[src/rtl/mguard_pkg.sv]
package mguard_pkg;
    typedef enum logic [1:0] {
        MODE_OFF   = 2'd0,
        MODE_GUARD = 2'd1,
        MODE_TEST  = 2'd2
    } guard_mode_e;

    // privilege word field positions (decoded by software, so fixed)
    localparam int PRIV_WR_LSB  = 0;
    localparam int PRIV_GWR_BIT = 9;
    localparam int PRIV_RD_LSB  = 10;
    localparam int PRIV_GRD_BIT = 19;
    localparam int PRIV_TST_BIT = 30;
    localparam int PRIV_EN_BIT  = 31;
endpackage

[src/rtl/mguard_window.sv]
module mguard_window #(
    parameter int DW       = 32,
    parameter int MIN_CODE = 9,
    parameter int MAX_CODE = 21,
    parameter int CODE_W   = 5
) (
    input  logic [DW-1:MIN_CODE] base,
    input  logic [CODE_W-1:0]    code,
    input  logic [DW-1:0]        addr,
    output logic                 hit
);
    logic [CODE_W-1:0] eff_code;
    logic [DW-1:0]     keep_mask;
    logic [DW-1:0]     base_full;

    always_comb begin
        if (code < CODE_W'(MIN_CODE))
            eff_code = CODE_W'(MIN_CODE);
        else if (code > CODE_W'(MAX_CODE))
            eff_code = CODE_W'(MAX_CODE);
        else
            eff_code = code;
        keep_mask = {DW{1'b1}} << eff_code;
        base_full = {base, {MIN_CODE{1'b0}}};
        hit       = ((addr ^ base_full) & keep_mask) == '0;
    end
endmodule

[src/rtl/mguard_decide.sv]
module mguard_decide #(
    parameter int NRANGE = 6
) (
    input  logic [NRANGE-1:0] hit,
    input  logic [NRANGE-1:0] rperm,
    input  logic [NRANGE-1:0] wperm,
    input  logic              grd,
    input  logic              gwr,
    input  logic              is_wr,
    output logic              allow
);
    logic [NRANGE-1:0] need;
    logic              any_hit;

    always_comb begin
        need    = is_wr ? wperm : rperm;
        any_hit = |hit;
        if (any_hit)
            allow = |(hit & need);
        else
            allow = is_wr ? gwr : grd;
    end
endmodule

[src/rtl/mguard.sv]
module mguard
    import mguard_pkg::*;
#(
    parameter int NRANGE   = 6,
    parameter int DW       = 32,
    parameter int MIN_CODE = 9,
    parameter int MAX_CODE = 21,
    parameter int CODE_W   = 5,
    parameter int SEL_W    = 3
) (
    input  logic          clk,
    input  logic          rst_n,
    input  logic          cfg_we,
    input  logic [2:0]    cfg_sel,
    input  logic [31:0]   cfg_wdata,
    input  logic          acc_valid,
    input  logic          acc_wr,
    input  logic [31:0]   acc_addr,
    output logic [31:0]   viol_addr,
    output logic          rd_viol_irq,
    output logic          wr_viol_irq
);
    localparam logic [SEL_W-1:0] PRIV_SEL = SEL_W'(NRANGE);

    logic [DW-1:MIN_CODE] base_q [NRANGE];
    logic [CODE_W-1:0]    code_q [NRANGE];
    logic [NRANGE-1:0]    hit;
    logic [NRANGE-1:0]    wperm_q, rperm_q;
    logic                 gwr_q, grd_q;
    logic                 allow, viol;
    logic                 priv_wr;
    logic                 unused_cfg;
    guard_mode_e          mode_q, mode_d;

    assign priv_wr    = cfg_we && (cfg_sel == PRIV_SEL);
    assign unused_cfg = ^cfg_wdata;

    // per-window storage and address comparator
    for (genvar g = 0; g < NRANGE; g++) begin : g_win
        always_ff @(posedge clk or negedge rst_n) begin
            if (!rst_n) begin
                base_q[g] <= '0;
                code_q[g] <= '0;
            end else if (cfg_we && (cfg_sel == SEL_W'(g))) begin
                base_q[g] <= cfg_wdata[DW-1:MIN_CODE];
                code_q[g] <= cfg_wdata[CODE_W-1:0];
            end
        end

        mguard_window #(
            .DW(DW), .MIN_CODE(MIN_CODE), .MAX_CODE(MAX_CODE), .CODE_W(CODE_W)
        ) u_win (
            .base(base_q[g]),
            .code(code_q[g]),
            .addr(acc_addr),
            .hit (hit[g])
        );
    end

    // permission fields
    always_ff @(posedge clk or negedge rst_n) begin
        if (!rst_n) begin
            wperm_q <= '0;
            rperm_q <= '0;
            gwr_q   <= 1'b0;
            grd_q   <= 1'b0;
        end else if (priv_wr) begin
            wperm_q <= cfg_wdata[PRIV_WR_LSB +: NRANGE];
            rperm_q <= cfg_wdata[PRIV_RD_LSB +: NRANGE];
            gwr_q   <= cfg_wdata[PRIV_GWR_BIT];
            grd_q   <= cfg_wdata[PRIV_GRD_BIT];
        end
    end

    mguard_decide #(.NRANGE(NRANGE)) u_decide (
        .hit  (hit),
        .rperm(rperm_q),
        .wperm(wperm_q),
        .grd  (grd_q),
        .gwr  (gwr_q),
        .is_wr(acc_wr),
        .allow(allow)
    );

    // mode machine: state register
    always_ff @(posedge clk or negedge rst_n) begin
        if (!rst_n) mode_q <= MODE_OFF;
        else        mode_q <= mode_d;
    end

    // mode machine: next state
    always_comb begin
        mode_d = mode_q;
        if (priv_wr) begin
            unique case ({cfg_wdata[PRIV_EN_BIT], cfg_wdata[PRIV_TST_BIT]})
                2'b10:   mode_d = MODE_GUARD;
                2'b11:   mode_d = MODE_TEST;
                default: mode_d = MODE_OFF;
            endcase
        end
    end

    // mode machine: violation decision
    always_comb begin
        unique case (mode_q)
            MODE_OFF:   viol = 1'b0;
            MODE_GUARD: viol = acc_valid && !allow;
            MODE_TEST:  viol = acc_valid;
            default:    viol = 1'b0;
        endcase
    end

    // registered report
    always_ff @(posedge clk or negedge rst_n) begin
        if (!rst_n) begin
            rd_viol_irq <= 1'b0;
            wr_viol_irq <= 1'b0;
            viol_addr   <= '0;
        end else begin
            rd_viol_irq <= viol && !acc_wr;
            wr_viol_irq <= viol && acc_wr;
            if (viol) viol_addr <= acc_addr;
        end
    end
endmodule

[config.mk]
export PLATFORM = sky130hd
export DESIGN_NAME = mguard
export DESIGN_NICKNAME = d
export VERILOG_FILES = /design/src/rtl/mguard_pkg.sv /design/src/rtl/mguard_window.sv /design/src/rtl/mguard_decide.sv /design/src/rtl/mguard.sv
export SDC_FILE = /design/constraint.sdc
export NUM_CORES = 1
export LEC_CHECK = 0
export ABC_AREA = 1
export BUFFER_PORTS_ARGS = -buffer_cell sky130_fd_sc_hd__buf_2
export CELL_PAD_IN_SITES_DETAIL_PLACEMENT = 0
export CELL_PAD_IN_SITES_GLOBAL_PLACEMENT = 2
export CORE_MARGIN = 10
export CORE_UTILIZATION = 38
export CTS_CLUSTER_DIAMETER = 100
export DETAILED_ROUTE_END_ITERATION = 8
export PLACE_DENSITY = 0.92
export SLEW_MARGIN = 20
export SYNTH_ARGS = -nofsm -noshare
export SYNTH_HDL_FRONTEND = slang
export SYNTH_SLANG_ARGS = --single-unit
[constraint.sdc]
create_clock -name clk -period 4.7 [get_ports clk]
set_clock_uncertainty 0.1 [all_clocks]
set_input_delay 0 -clock clk [delete_from_list [all_inputs] [get_ports clk]]
set_output_delay 0 -clock clk [all_outputs]
set_load 0.01 [all_outputs]
---- Word-level counts from Yosys, hierarchy flattened ----
Index checks and enable logic that the tools add are counted.
operators by class
  bitwise logic cells ..................... 13
  reduce and logical (&&, ||, !) cells .... 21
  mux-type cells .......................... 17
  equality and inequality tests ........... 10
  order comparisons ....................... 12
  shift-type cells ........................ 6
operators by type and width
  operator                                                              number
  32-bit AND                                                            6
  32-bit zero test                                                      6
  32-bit by 5-bit left shift with 32-bit output, first input constant   6
  32-bit XOR                                                            6
  5-bit 2-to-1 mux                                                      12
  5-bit > comparator, second input constant                             6
  5-bit by 4-bit < comparator with 1-bit output, second input constant  6
  6-bit OR reduction                                                    2
  1-bit logical AND                                                     10
  3-bit == test, second input constant                                  3
  6-bit AND                                                             1
  2-bit == test, second input constant                                  3
  3-bit by 2-bit == test with 1-bit output, second input constant       2
  6-bit 2-to-1 mux                                                      1
  2-bit one-hot mux with 2 select lines                                 1
  3-bit by 1-bit == test with 1-bit output, second input constant       1
  3-bit zero test                                                       1
  2-bit by 1-bit == test with 1-bit output, second input constant       1
  1-bit zero test                                                       2
  1-bit 2-to-1 mux                                                      2
  1-bit one-hot mux with 2 select lines                                 1
storage, ports and cells
  output and inout port bits .............. 34
  register bits ........................... 218
  word-level logic and storage cells ...... 99
  input port bits ......................... 72

---- Longest topological paths before layout ----
Gate-level depths: netlist of run 1.
  depth in word-level cells ............... 13
  mapped depth ............................ 20
  mapped depth without buffers ............ 19

---- Cells and area by module ----
Synthesis of run 1 repeated with hierarchy kept, for this count alone.
second synthesis, totals
  cells, all modules ...................... 1584
  area, all modules ....................... 11806.3 um^2
modules (own cells, without submodules)
  module         area each (um^2)  times used  seq. area each (um^2)  cells each
  mguard         8403.1            1           5455.2                 881
  mguard_window  535.5             6           0.0                    110
  mguard_decide  190.2             1           0.0                    43

---- Least setup slack after synthesis of run 1 ----
No wires, ideal clock.
  path kind ............................... reg2reg
  from .................................... reg code_q[24] in the netlist's numbering
  to ...................................... reg viol_addr[23]
  arrival ................................. 1841 ps
  period minus slack after synthesis ...... 2058 ps
  cell stages (with the launch flop) ...... 17
  slack ................................... 2642 ps
  library setup time ...................... 117 ps
  required time ........................... 4483 ps
  buffers on the path ..................... 2
  cells stage by stage .................... dfrtp_1 > inv_2 > buf_6 > nand4_1 > o211ai_1 > o21ai_0 > nor3_1 > nand2_1 > nand2_1 > nor2_1 > nand2_1 > nand3_2 > nand2_4 > nand2_4 > buf_6 > nand2_2 > nand2_1
on the way
  word-level cells in the longest chain between the ends .. 12
  elaborated cells on any way between the ends .. 14
  classes of those cells .................. 2 x order compare; 1 x shift; 4 x mux; 2 x bitwise; 5 x reduce/logical
RTL lines
  what                                               RTL line             source
  start: declaration                                 mguard.sv:26         logic [CODE_W-1:0] code_q [NRANGE];
  start signal: indexed assignment                   mguard.sv:46         code_q[g] <= cfg_wdata[CODE_W-1:0];
  5-bit > comparator                                 mguard_window.sv:19  else if (code > CODE_W'(MAX_CODE))
  5-bit 2-to-1 mux                                   mguard_window.sv:19
  5-bit 2-to-1 mux (*)                               mguard_window.sv:17  if (code < CODE_W'(MIN_CODE))
  32-bit by 5-bit left shift with 32-bit output (*)  mguard_window.sv:23  keep_mask = {DW{1'b1}} << eff_code;
  32-bit AND (*)                                     mguard_window.sv:25  hit = ((addr ^ base_full) & keep_mask) == '0;
  32-bit zero test (*)                               mguard_window.sv:25
  6-bit AND                                          mguard_decide.sv:19  allow = |(hit & need);
  6-bit OR reduction                                 mguard_decide.sv:19
  1-bit 2-to-1 mux (*)                               mguard_decide.sv:18  if (any_hit)
  1-bit zero test (*)                                mguard.sv:107        MODE_GUARD: viol = acc_valid && !allow;
  1-bit logical AND (*)                              mguard.sv:107
  1-bit one-hot mux with 2 select lines (*)          mguard.sv:105        unique case (mode_q)
  end signal: assignment                             mguard.sv:122        if (viol) viol_addr <= acc_addr;
  end: declaration                                   mguard.sv:19         output logic [31:0] viol_addr,
Mark *: on every way between the ends. The rest lies on a longest branch, timed or not.
A chain may end at the register's enable or synchronous reset.

---- Worst setup path after layout of run 1 ----
  from .................................... reg code_q[4] in the netlist's numbering
  to ...................................... reg viol_addr[10]
The elaborated chain is that of the path after synthesis.

==> results of run 1 <==
==> layer usage <==
metal  vias to the layer above  share of wire, %  track usage, %
li1                       4705                 -               -
met1                      4585                48           25.77
met2                       211                45           28.59
met3                        37               4.5           2.176
met4                         0               2.1           4.967
met5                         -                 0               0
==> stage by stage <==
step	hold WS, ns	setup slack (ns)	cell area, µm²	util, %
3_3_place_gp	0.06440	1.747	11770	40.89
5_1_grt	0.1260	1.225	13380	46.50
2_1_floorplan	-0.3956	2.642	11090	-
3_5_place_dp	0.07169	1.724	11770	40.89
4_1_cts	0.08609	1.566	13380	46.50
6_report	0.07009	1.541	13380	46.50
==> cells by family after synthesis <==
family,synth area share [%]
buffers and inverters,6.749
AOI/OAI and AO/OA,11.12
adders and majority gates,0.2257
DFF,49.21
xor gates and xnor gates,8.612
and+or+nand+nor,24.00
muxes,0.09030
==> registers in the layout (all words and copies together), names as in the netlist <==
| signal | cells |
|---|---|
| wr_viol_irq | 1 |
| base_q | 138 |
| wperm_q | 6 |
| grd_q | 1 |
| rperm_q | 6 |
| rd_viol_irq | 1 |
| mode_q | 2 |
| viol_addr | 32 |
| gwr_q | 1 |
| code_q | 30 |
==> worst max-delay path, cell delays in order (launching register included) <==
cell and delay, ns:
sky130_fd_sc_hd__dfrtp_1 0.47, sky130_fd_sc_hd__inv_2 0.21, sky130_fd_sc_hd__nand4_1 0.14, sky130_fd_sc_hd__inv_1 0.07, sky130_fd_sc_hd__nand2_1 0.04, sky130_fd_sc_hd__nand3_1 0.06, sky130_fd_sc_hd__o21ai_0 0.07, sky130_fd_sc_hd__inv_1 0.06
sky130_fd_sc_hd__nand3_1 0.07, sky130_fd_sc_hd__nor2_1 0.26, sky130_fd_sc_hd__nand3_1 0.14, sky130_fd_sc_hd__nand2_1 0.08, sky130_fd_sc_hd__nor2_1 0.04, sky130_fd_sc_hd__nand2_1 0.06, sky130_fd_sc_hd__nand3_2 0.09, sky130_fd_sc_hd__nand2_4 0.31
sky130_fd_sc_hd__nand3_1 0.13, sky130_fd_sc_hd__dlygate4sd3_1 0.60, sky130_fd_sc_hd__nand2_1 0.07
==> worst paths after layout <==
path	to	slack, ns	cells after the start
min in group clk	viol_addr[30]	0.10	6
max in group asynchronous	base_q[111]	3.35	3
hold / removal	code_q[28]	0.07	2
setup reg to reg	viol_addr[10]	1.54	18
setup / recovery	viol_addr[10]	1.54	18
hold reg to reg	viol_addr[9]	0.36	2
==> power by group <==
part           internal (mW)  leakage, nW  switching, mW
clock network           1.15        0.397          0.772
logic                  0.632         3.47          0.921
registers               2.32         2.74          0.323
==> synthesized netlist by cell type (6+ instances only) <==
library cell	count	share of area [%]
sky130_fd_sc_hd__nand2_1	413	14
sky130_fd_sc_hd__nor2_1	69	2.3
sky130_fd_sc_hd__o22ai_1	6	0.34
sky130_fd_sc_hd__buf_4	9	0.61
sky130_fd_sc_hd__nand2_2	13	0.73
sky130_fd_sc_hd__clkbuf_1	42	1.4
sky130_fd_sc_hd__o2111ai_1	6	0.47
sky130_fd_sc_hd__inv_1	92	3.1
sky130_fd_sc_hd__nand4_1	30	1.7
sky130_fd_sc_hd__xor2_1	76	6.0
sky130_fd_sc_hd__o211ai_1	10	0.68
sky130_fd_sc_hd__dfrtp_1	218	49
sky130_fd_sc_hd__o21ai_0	198	8.9
sky130_fd_sc_hd__inv_2	6	0.20
sky130_fd_sc_hd__buf_2	16	0.72
sky130_fd_sc_hd__xnor2_1	33	2.6
sky130_fd_sc_hd__nand3_1	99	4.5
==> what timing repair did <==
item	CTS	global route
endpoints found under the setup margin	0	0
endpoints found under the hold margin	336	0
hold buffers	81	0
==> cell type report <==
cell class / count / share of cell area, %
clock buffers: 36 / 5.282
clock inverters: 9 / 0.7292
inverters: 98 / 2.748
multi-input cells: 980 / 36.57
flip-flops and latches: 218 / 40.76
well taps: 384 / 3.590
repair buffers: 188 / 10.32
==> impl.org, run 1 <==
** Clock network
- Buffers inserted during clock tree synthesis total 25.
- Insertion delay to the later sink of the worst-skew pair :: 0.52 ns
- Clock-pin slew was measured on the worst setup and hold paths at ~0.060 ns.
- Setup repair bufs after CTS :: 0
- Clock tree synthesis selected as its root buffer the cell sky130_fd_sc_hd__clkbuf_16.
- TritonCTS built the clock tree.
- For this design, the sink count on the clock tree is 218.
- No sink is reached through more buffers than the 3 on the longest clock path.
- The number of gates resized after CTS was 0.
- Number of levels in the clock H-tree :: 1

** Global routing
- Global routing finished with a remaining overflow of 0.
- Gr usage total :: 18.16%
- Largest net degree at the start of global routing :: 120
- The number of global-route vias before repair was 9235.
- Global-route wire length before repair :: 52460 µm
- Initial antenna violation count :: 0

** Cells and area
- Commonest non-fill, non-tap cells in the layout :: 411 x sky130_fd_sc_hd__nand2_1, 218 x sky130_fd_sc_hd__dfrtp_1, 198 x sky130_fd_sc_hd__o21ai_0
- Share of layout cells above drive strength 1 :: 11.38%
- In the final design database the tool counted 1585 nets.
- The count of cells in the finished layout, fillers not included, comes to approximately 1900.
- Leaving out fill and tap cells, the most frequent cell in the layout is sky130_fd_sc_hd__nand2_1.
- Filler instances :: 2858
- Area used by multi-input combinational logic :: 4895 µm²
- Area occupied by registers :: 5455 µm²
- Number of antenna diodes :: 0
- Area grow syn2layout :: 20.73%

** Die
- Full die area :: 36400 µm²
- The floorplan step set the die height to 190.8 µm.
- Site row count :: between 60 and 70
- Core ar. :: 28780 µm²
- Total I/O pin count :: between 100 and 150
- Die outline width :: 190.8 µm
- Once the floorplan was initialized, standard cells occupied 38.52% of the core.

** Yosys
- Among all flip-flop cells after synthesis, the most frequent one is sky130_fd_sc_hd__dfrtp_1.
- Averaged over all synthesized cells, the footprint is 8.080 µm².
- Net count of the mapped netlist :: 1446
- Of all flip-flops after synthesis, the portion carrying an async set or reset was 100.0%.
- Synth unique cells :: 36
- Post-synth design cell area :: 11090 µm²
- During synthesis, Yosys emitted a total of 0 warnings.
- Number of enable-type register cells in the synthesized netlist :: 0
- Cells after synthesis :: 1372
- #FFs+latches synth :: ~220
- Part of the Yosys area used for sequential elements :: about half

** Timing
- The smallest clock period supported by the final layout is computed as 3.159 ns.
- Number of endpoints with negative hold slack in the final report :: 0
- Final critical-path share of the clock period :: 67.21%
- Fmax :: 0.3166 GHz
- For the final routed database, the setup TNS stands at 0 ns.
- Worst slew margin relative to its limit :: 36.84%
- Setup repair after global routing left no endpoint under its margin.
- Setup violations remaining at the end of the flow were counted as 0.
- At the pin with the least slew margin, the transition time is 0.9463 ns.
- The number of pins exceeding their max-slew limit in the final report is 0.

** Power and ir drop
- Power spread over the standard cell area amounts to 456.9 nW/µm².
- VDD sags by at most about 0.00022 V.
- Reported leakage power :: 6.609 nW
- Overall power of the completed layout :: 6.115 mW

** Placement
- Detailed-placement wirelength estimate :: 22120 µm
- The congestion estimate from routability-driven global placement came to 0.8896.
- In this run the tool buffered the top-level ports with 102 buffer cells.
- In this run, placement finished with an instance count of 1787.

** Hold path
- Min-Delay Path Class :: input pin to async pin

** Setup path
- Critical Path RT :: around 5.1 ns
- STA classifies the critical path endpoint as a flop.
- Beginning of the critical path :: code_q[4]
- Critical path arrival :: 3.51 ns
- Worst setup path class :: flop to flop
- Critical Path Source Type :: flop
- Of all nets on the critical path, the largest fanout is 33.
- Start of the worst register-to-register path :: code_q[4]

** Route
- Across all layers, the routed design uses around 9500 vias.
- Total Wirelength :: about 33000 µm
- Violation count after the first detailed-route iteration :: 728
- The count of nets left with antenna violations once routing finished came out at 0.
- First-pass iteration count of the detailed router :: 6
- Using the TritonRoute via totals, the vias-per-cell ratio works out to 4.986.
- In the final routed layout, each cell accounts on average for 17.41 µm.
- Count of unresolved DRC violations after routing :: 0

** Run
- The tool flagged a number of max-cap violations equal to 0.

** Outcome
- The run finished with clean final reports.
Power figures use the tool's default switching activity.
==> run 2: changes to the inputs <==
- CORE_UTILIZATION: 38 -> 32
- PLACE_DENSITY: 0.92 -> 0.84
- clock period: 4.7 -> 2.75 ns (I/O delays scaled with it)
==> impl.org, run 2 (same netlist as run 1, synthesis figures left out) <==
** Timing
- WHS :: -0.02575 ns (was 0.07009 ns)
- Measured slew at the worst slew-check pin :: 0.9658 ns (was 0.9463 ns)
- Count of final max-slew check failures :: 0 (unchanged)
- The final hold violation count came to 24 (was 0).
- Setup TNS Final :: 0 ns (unchanged)
- Post-layout min period :: 2.528 ns (was 3.159 ns)
- Fmax :: 0.3956 GHz (was 0.3166 GHz)
- Final critical-path share of the clock period :: 91.91% (was 67.21%)
- The max-slew headroom at the worst pin came to 35.38% (was 36.84%).
- Finish-stage setup viols :: 0 (unchanged)

** Route
- The wire length after detailed routing was 36380 µm (was 33300 µm).
- The detailed-router iteration count before antenna repair was 5 (was 6).
- Violation count after the first detailed-route iteration :: 671 (was 728)
- Avg Vias per Cell :: 4.822 (was 4.986)
- The residual antenna-violating net count after detailed routing came to 0 (unchanged).
- The wire length per cell after detailed routing was 18.34 µm (was 17.41 µm).
- The residual DRC count came to 0 (unchanged).
- The vias after detailed routing was 9567 (was 9538).

** Outcome
- The final reports fail on hold timing.
- Outcome: finished, violations left (was finished clean).

** Cells and area
- Commonest non-fill, non-tap cells in the layout: 409 x sky130_fd_sc_hd__nand2_1, 215 x sky130_fd_sc_hd__dfrtp_1, 198 x sky130_fd_sc_hd__o21ai_0 (was 411 x sky130_fd_sc_hd__nand2_1, 218 x sky130_fd_sc_hd__dfrtp_1, 198 x sky130_fd_sc_hd__o21ai_0).
- Final core utilization :: 39.39% (was 46.50%)
- The fraction of final layout cells with drive strength greater than 1 came to 12.58% (was 11.38%).
- Largest registers in the final layout: base_q x138, viol_addr x32, code_q x30 (unchanged).
- The area growth from synthesis to layout was 22.12% (was 20.73%).
- The most flop-heavy register is base_q (unchanged).
- The number of filler cells placed in the layout was 3544 (was 2858).
- The design area came to 13540 µm² (was 13380 µm²).
- Max reg flops :: 138 (unchanged)
- The most common cell after layout, fill and taps aside was sky130_fd_sc_hd__nand2_1 (unchanged).
- The net total in the final layout is 1583 (was 1585).

** Global routing
- The largest net degree at the start of global routing was 86 (was 120).
- Initial antenna violation count :: 3 (was 0)
- The residual overflow from global routing was 0 (unchanged).
- Via count of the first global-routing pass :: 9364 (was 9235)
- Global-route wire length before repair :: 56730 µm (was 52460 µm)
- Gr usage total :: 17.23% (was 18.16%)

** Die
- The x dimension of the die was 206.1 µm (was 190.8 µm).
- Initial core utilization :: 32.25% (was 38.52%)
- The area of the core is 34370 µm² (was 28780 µm²).
- The number of placed I/O pins came to 106 (unchanged).
- The vertical die dimension is 206.1 µm (was 190.8 µm).
- Site row count :: 68 (was 62)
- Full die area :: 42490 µm² (was 36400 µm²)

** Setup path
- The type of element launching the critical path is a flop (unchanged).
- The launching point of the worst reg2reg path was code_q[19] (was code_q[4]).
- Reg2reg path depth :: 15 (was 18)
- The flop-to-flop setup slack was 0.22 ns (was 1.54 ns).
- The count of buffer and inverter cells on the critical path is 2 (was 4).
- The endpoint of the worst register-to-register path was viol_addr[8] (was viol_addr[10]).
- The category of the worst setup path capture point was a flop (unchanged).
- The maximum fanout along the worst path is 34 (was 33).
- The slowest stage cell on the critical path is sky130_fd_sc_hd__dfrtp_1 (was sky130_fd_sc_hd__dlygate4sd3_1).
- Delay of the slowest cell on the worst path :: 0.51 ns (was 0.60 ns)
- The start-to-end type of the worst setup path is flop to flop (unchanged).
- Critical path arrival :: 2.85 ns (was 3.51 ns)
- The required time of the critical path was 3.07 ns (was 5.05 ns).
- The critical path's top delay family was simple AND/OR/NAND/NOR gates (unchanged).
- Chain of cells forming the critical path :: inv_2 > nand4_1 > o21ai_0 > o22ai_1 > inv_1 > nand3_1 > nor2_1 > and2_1 > nor2_1 > nand2_1 > nand3_2 > nand2_4 > nand2_8 > nand2_1 > nand2_1 (was inv_2 > nand4_1 > inv_1 > nand2_1 > nand3_1 > o21ai_0 > inv_1 > nand3_1 > nor2_1 > nand3_1 > nand2_1 > nor2_1 > nand2_1 > nand3_2 > nand2_4 > nand3_1 > dlygate4sd3_1 > nand2_1)
- Most used cell along the critical path :: sky130_fd_sc_hd__nand2_1

** Placement
- The number of input and output port buffers inserted was 102 (unchanged).
- Routability cong. :: 0.8157 (was 0.8896)
- Post-DP Area :: 11970 µm² (was 11770 µm²)
- Detailed-placement wirelength estimate :: 24510 µm (was 22120 µm)

** Clock network
- The sink count of the clock tree was 218 (unchanged).
- The TritonCTS clock tree is done (unchanged).
- CTS root buffer :: sky130_fd_sc_hd__clkbuf_16 (unchanged)
- The clock-pin slew on the worst setup and hold paths is 0.06 ns (about the same).
- Number of levels in the clock H-tree :: 1 (unchanged)
- The clock latency at the later pin of the worst-skew pair came to 0.54 ns (was 0.52 ns).
- Clock Tree Buf Depth :: 3 (unchanged)
- The total clock buffers created by CTS was 25 (unchanged).

** Run
- The max-capacitance violation count is 0 (unchanged).

** Power and ir drop
- Power density relative to cell area :: 792.7 nW/µm² (was 456.9 nW/µm²)
- The reported leakage power is 6.668 nW (was 6.609 nW).
- Max IR drop VDD :: 0.0005367 V (was 0.0002210 V)
- Overall power of the completed layout :: 10.73 mW (was 6.115 mW)

** Hold path
- The kind of path behind the tightest hold check is input pin to async pin (unchanged).
run 2: cell count changes in the layout (fill, tap and decap cells not counted), sizes merged:
cell         previous run  this run
bufinv                  2         3
dlygate4sd3            81        68
buf                   107       118
inv                    98        99
clkinv                  6         3
diode                   0         3
run 2: worst reg2reg max path: stages, from the launching register on:
cell,delay [ns]
sky130_fd_sc_hd__dfrtp_1,0.51
sky130_fd_sc_hd__inv_2,0.19
sky130_fd_sc_hd__nand4_1,0.12
sky130_fd_sc_hd__o21ai_0,0.19
sky130_fd_sc_hd__o22ai_1,0.09
sky130_fd_sc_hd__inv_1,0.06
sky130_fd_sc_hd__nand3_1,0.06
sky130_fd_sc_hd__nor2_1,0.15
sky130_fd_sc_hd__and2_1,0.21
sky130_fd_sc_hd__nor2_1,0.06
sky130_fd_sc_hd__nand2_1,0.08
sky130_fd_sc_hd__nand3_2,0.11
sky130_fd_sc_hd__nand2_4,0.13
sky130_fd_sc_hd__nand2_8,0.17
sky130_fd_sc_hd__nand2_1,0.13
sky130_fd_sc_hd__nand2_1,0.06
run 2: cell type report:
type                            count  area [µm²]  share of cell area, %
Tap cell                          455       569.3                  4.205
Clock buffer                       36       706.9                  5.222
Sequential cell                   218        5459                  40.32
Clock inverter                      8       136.4                  1.007
Timing Repair Buffer              186        1371                  10.13
Inverter                           98       371.6                  2.745
Multi-Input combinational cell    980        4916                  36.31
Antenna cell                        3       7.507                0.05545
run 2: repair_timing:
action	CTS	global route
resized for setup	0	7
hold endpoints to repair	432	0
setup buffers	0	2
setup endpoints to repair	0	34
hold buffers	68	0
run 2: worst max-delay path by stage:
stage | to | depth (start not counted) | from
floorplan | viol_addr[23] | 16 | code_q[24]
global placement | viol_addr[19] | 15 | code_q[19]
detailed placement | viol_addr[21] | 14 | code_q[29]
CTS | viol_addr[21] | 14 | code_q[29]
global route | viol_addr[19] | 18 | code_q[3]
finish | viol_addr[8] | 15 | code_q[19]
run 2: per-stage QoR:
| stage | setup WS [ns] | instances |
|---|---|---|
| after global routing | -0.002651 | 1982 |
| after detailed placement | 0.1582 | 1867 |
| after global placement | 0.1410 | 1867 |
| after floorplan | 0.6919 | 1372 |
| after CTS | 0.1470 | 1979 |
| final | 0.2225 | 1984 |
run 2: where the power goes:
group          switching [mW]  internal (mW)
Clock                    1.40           2.08
Combinational            1.62           1.11
Sequential              0.569           3.96
run 2: layer usage:
metal	share of wire, %	up-vias	global-route usage [%]
met5	0	-	0
met4	2.1	0	4.326
met3	5.6	49	2.382
met2	47	223	27.98
met1	46	4584	23.70
li1	-	4711	-
==> run 3: changes to the inputs <==
- CTS_BUF_LIST: not set -> sky130_fd_sc_hd__clkbuf_8 sky130_fd_sc_hd__clkbuf_16
==> impl.org, run 3 (same netlist as run 1, synthesis figures left out) <==
** Clock network
- Clock Tree Buf Depth :: 3 (unchanged)
- CTS tree :: done (unchanged)
- The sink count of the clock tree came to 218 (unchanged).
- The number of levels the H-tree was split into is 1 (unchanged).
- The total clock buffers created by CTS is 25 (unchanged).
- CTS root buffer :: sky130_fd_sc_hd__clkbuf_16 (unchanged)
- The clock latency at the later pin of the worst-skew pair was 0.54 ns (about the same).
- The clock-pin slew on the worst setup and hold paths came to 0.06 ns (about the same).

** Cells and area
- Commonest non-fill, non-tap cells in the layout: 409 x sky130_fd_sc_hd__nand2_1, 215 x sky130_fd_sc_hd__dfrtp_1, 198 x sky130_fd_sc_hd__o21ai_0 (unchanged).
- Most common cell after layout, fill and taps aside :: sky130_fd_sc_hd__nand2_1 (unchanged)
- Max reg flops :: 138 (unchanged)
- Post-route standard cell area excluding fillers :: 13540 µm² (unchanged)
- Area used by multi-input combinational logic :: 4916 µm² (unchanged)
- Final core utilization :: 39.39% (unchanged)
- Filler instances :: 3544 (unchanged)
- Top register by number of flip-flops :: base_q (unchanged)
- Area occupied by registers :: 5459 µm² (unchanged)
- Final #Nets :: 1583 (unchanged)
- Largest registers in the final layout :: base_q x138, viol_addr x32, code_q x30 (unchanged)
- Area grow syn2layout :: 22.12% (unchanged)
- The fraction of final layout cells with drive strength greater than 1 is 12.58% (unchanged).

** Die
- The initial cell density of the core was 32.25% (unchanged).
- The vertical die dimension came to 206.1 µm (unchanged).
- Full die area :: 42490 µm² (unchanged)
- Total I/O pin count :: 106 (unchanged)
- The area of the core came to 34370 µm² (unchanged).
- The x dimension of the die is 206.1 µm (unchanged).
- Site row count :: 68 (unchanged)

** Route
- The number of DRC markers in iteration 0 was 674 (was 671).
- Avg Vias per Cell :: 4.827 (was 4.822)
- The residual antenna-violating net count after detailed routing was 0 (unchanged).
- First-pass iteration count of the detailed router :: 5 (unchanged)
- DR vias :: 9577 (was 9567)
- Total Wirelength :: 36380 µm (about the same)
- The residual DRC count came to 0 (unchanged).
- The wire length per cell after detailed routing was 18.34 µm (about the same).

** Outcome
- Outcome: finished, violations left (unchanged).
- Failing checks :: hold timing (unchanged)

** Setup path
- The worst reg-to-reg path cell count came to 15 (unchanged).
- The endpoint of the worst register-to-register path was viol_addr[8] (unchanged).
- Start of the worst register-to-register path :: code_q[19] (unchanged)
- The required time of the critical path is 3.07 ns (about the same).
- Delay of the slowest cell on the worst path :: 0.51 ns (about the same)
- The most numerous cell on the critical path is sky130_fd_sc_hd__nand2_1 (unchanged).
- The maximum fanout along the worst path is 34 (unchanged).
- The slowest stage cell on the critical path is sky130_fd_sc_hd__dfrtp_1 (unchanged).
- Worst setup path class :: flop to flop (unchanged)
- Critical Path Source Type :: flop (unchanged)
- Chain of cells forming the critical path :: inv_2 > nand4_1 > o21ai_0 > o22ai_1 > inv_1 > nand3_1 > nor2_1 > and2_1 > nor2_1 > nand2_1 > nand3_2 > nand2_4 > nand2_8 > nand2_1 > nand2_1 (unchanged)
- Critical path arrival :: 2.84 ns (was 2.85 ns)
- Minimum setup slack among reg-to-reg paths :: 0.23 ns (was 0.22 ns)
- The category of the worst setup path capture point is a flop (unchanged).

** Timing
- Post-layout min period :: 2.518 ns (was 2.528 ns)
- The number of pins exceeding their max-slew limit in the final report was 0 (unchanged).
- Worst slew margin relative to its limit :: 34.78% (was 35.38%)
- The achievable clock frequency came to 0.3971 GHz (was 0.3956 GHz).
- The final count of negative-setup-slack endpoints came to 0 (unchanged).
- The worst-case hold slack was -0.02609 ns (was -0.02575 ns).
- The final hold violation count came to 26 (was 24).
- Measured slew at the worst slew-check pin :: 0.9759 ns (was 0.9658 ns)
- The summed negative setup slack over all endpoints came to 0 ns (unchanged).
- Final critical-path share of the clock period :: 91.56% (was 91.91%)

** Global routing
- The wire length of the first global-routing pass came to 56730 µm (unchanged).
- Gr usage total :: 17.23% (unchanged)
- The initial antenna violation count is 3 (unchanged).
- Overflow left after global routing :: 0 (unchanged)
- Largest net degree at the start of global routing :: 86 (unchanged)
- Via count of the first global-routing pass :: 9364 (unchanged)

** Hold path
- The kind of path behind the tightest hold check was input pin to async pin (unchanged).

** Power and ir drop
- Reported leakage power :: 6.697 nW (was 6.668 nW)
- The power density over the cells was 790.7 nW/µm² (was 792.7 nW/µm²).
- Max IR drop VDD :: 0.0005366 V (was 0.0005367 V)

** Run
- Max capacitance violation total :: 0 (unchanged)

** Placement
- The placed standard-cell area is 11970 µm² (unchanged).
- Detailed-placement wirelength estimate :: 24510 µm (unchanged)
- IO Port Bufs :: 102 (unchanged)
- The routability congestion estimate is 0.8157 (unchanged).
## run 3: where the power goes
group	switching, mW	leakage, nW	internal, mW
logic	1.62	3.52	1.11
clock network	1.40	0.444	2.05
registers	0.569	2.74	3.96
total	3.59	6.70	7.12
## run 3: final cells by class
cell class	instances	share of cell area [%]
antenna	3	0.05545
clock buffer	29	5.028
clock inverter	15	1.201
inverter	98	2.745
multi-input combinational	980	36.31
sequential	218	40.32
tap	455	4.205
timing repair buffer	186	10.13
## run 3: critical path, delay by kind of cell, from the launching register on
family | cells | cell delay [ns]
AND/OR/NAND/NOR | 11 | 1.26
buffers and inverters | 2 | 0.25
flip-flops | 1 | 0.51
AO/OA/AOI/OAI | 2 | 0.28
## run 3: timing repair
item	CTS	global route
hold buffers	68	0
endpoints found under the setup margin	0	34
resized for setup	0	7
buffers inserted	0	2
hold endpoints to repair	432	0
## run 3: routing by layer
| metal | share of wire [%] | global-route usage [%] | routed length [µm] | vias up |
|---|---|---|---|---|
| li1 | - | - | - | 4710 |
| met1 | 45 | 23.70 | 16540 | 4587 |
| met2 | 47 | 27.98 | 17030 | 231 |
| met3 | 5.6 | 2.382 | 2036 | 49 |
| met4 | 2.1 | 4.326 | 768 | 0 |
| met5 | 0 | 0 | 0 | - |
## run 3: how the worst max path moves through the flow
| stage | from | end | slack (ns) | cells after the start |
|---|---|---|---|---|
| 3_3_place_gp | code_q[19] | viol_addr[19] | 0.14 | 15 |
| 6_report | code_q[19] | viol_addr[8] | 0.23 | 15 |
| 4_1_cts | code_q[29] | viol_addr[21] | 0.15 | 14 |
| 3_5_place_dp | code_q[29] | viol_addr[21] | 0.16 | 14 |
| 5_1_grt | code_q[3] | viol_addr[19] | -0.003 | 18 |
| 2_1_floorplan | code_q[24] | viol_addr[23] | 0.69 | 16 |
## run 3: stage by stage
stage	cells	total power, mW	setup WS (ns)
floorplan	1372	6.271	0.6919
global placement	1867	7.179	0.1410
finish	1984	10.71	0.2320
global route	1982	11.43	-0.002651
detailed placement	1867	7.230	0.1582
CTS	1979	10.78	0.1468
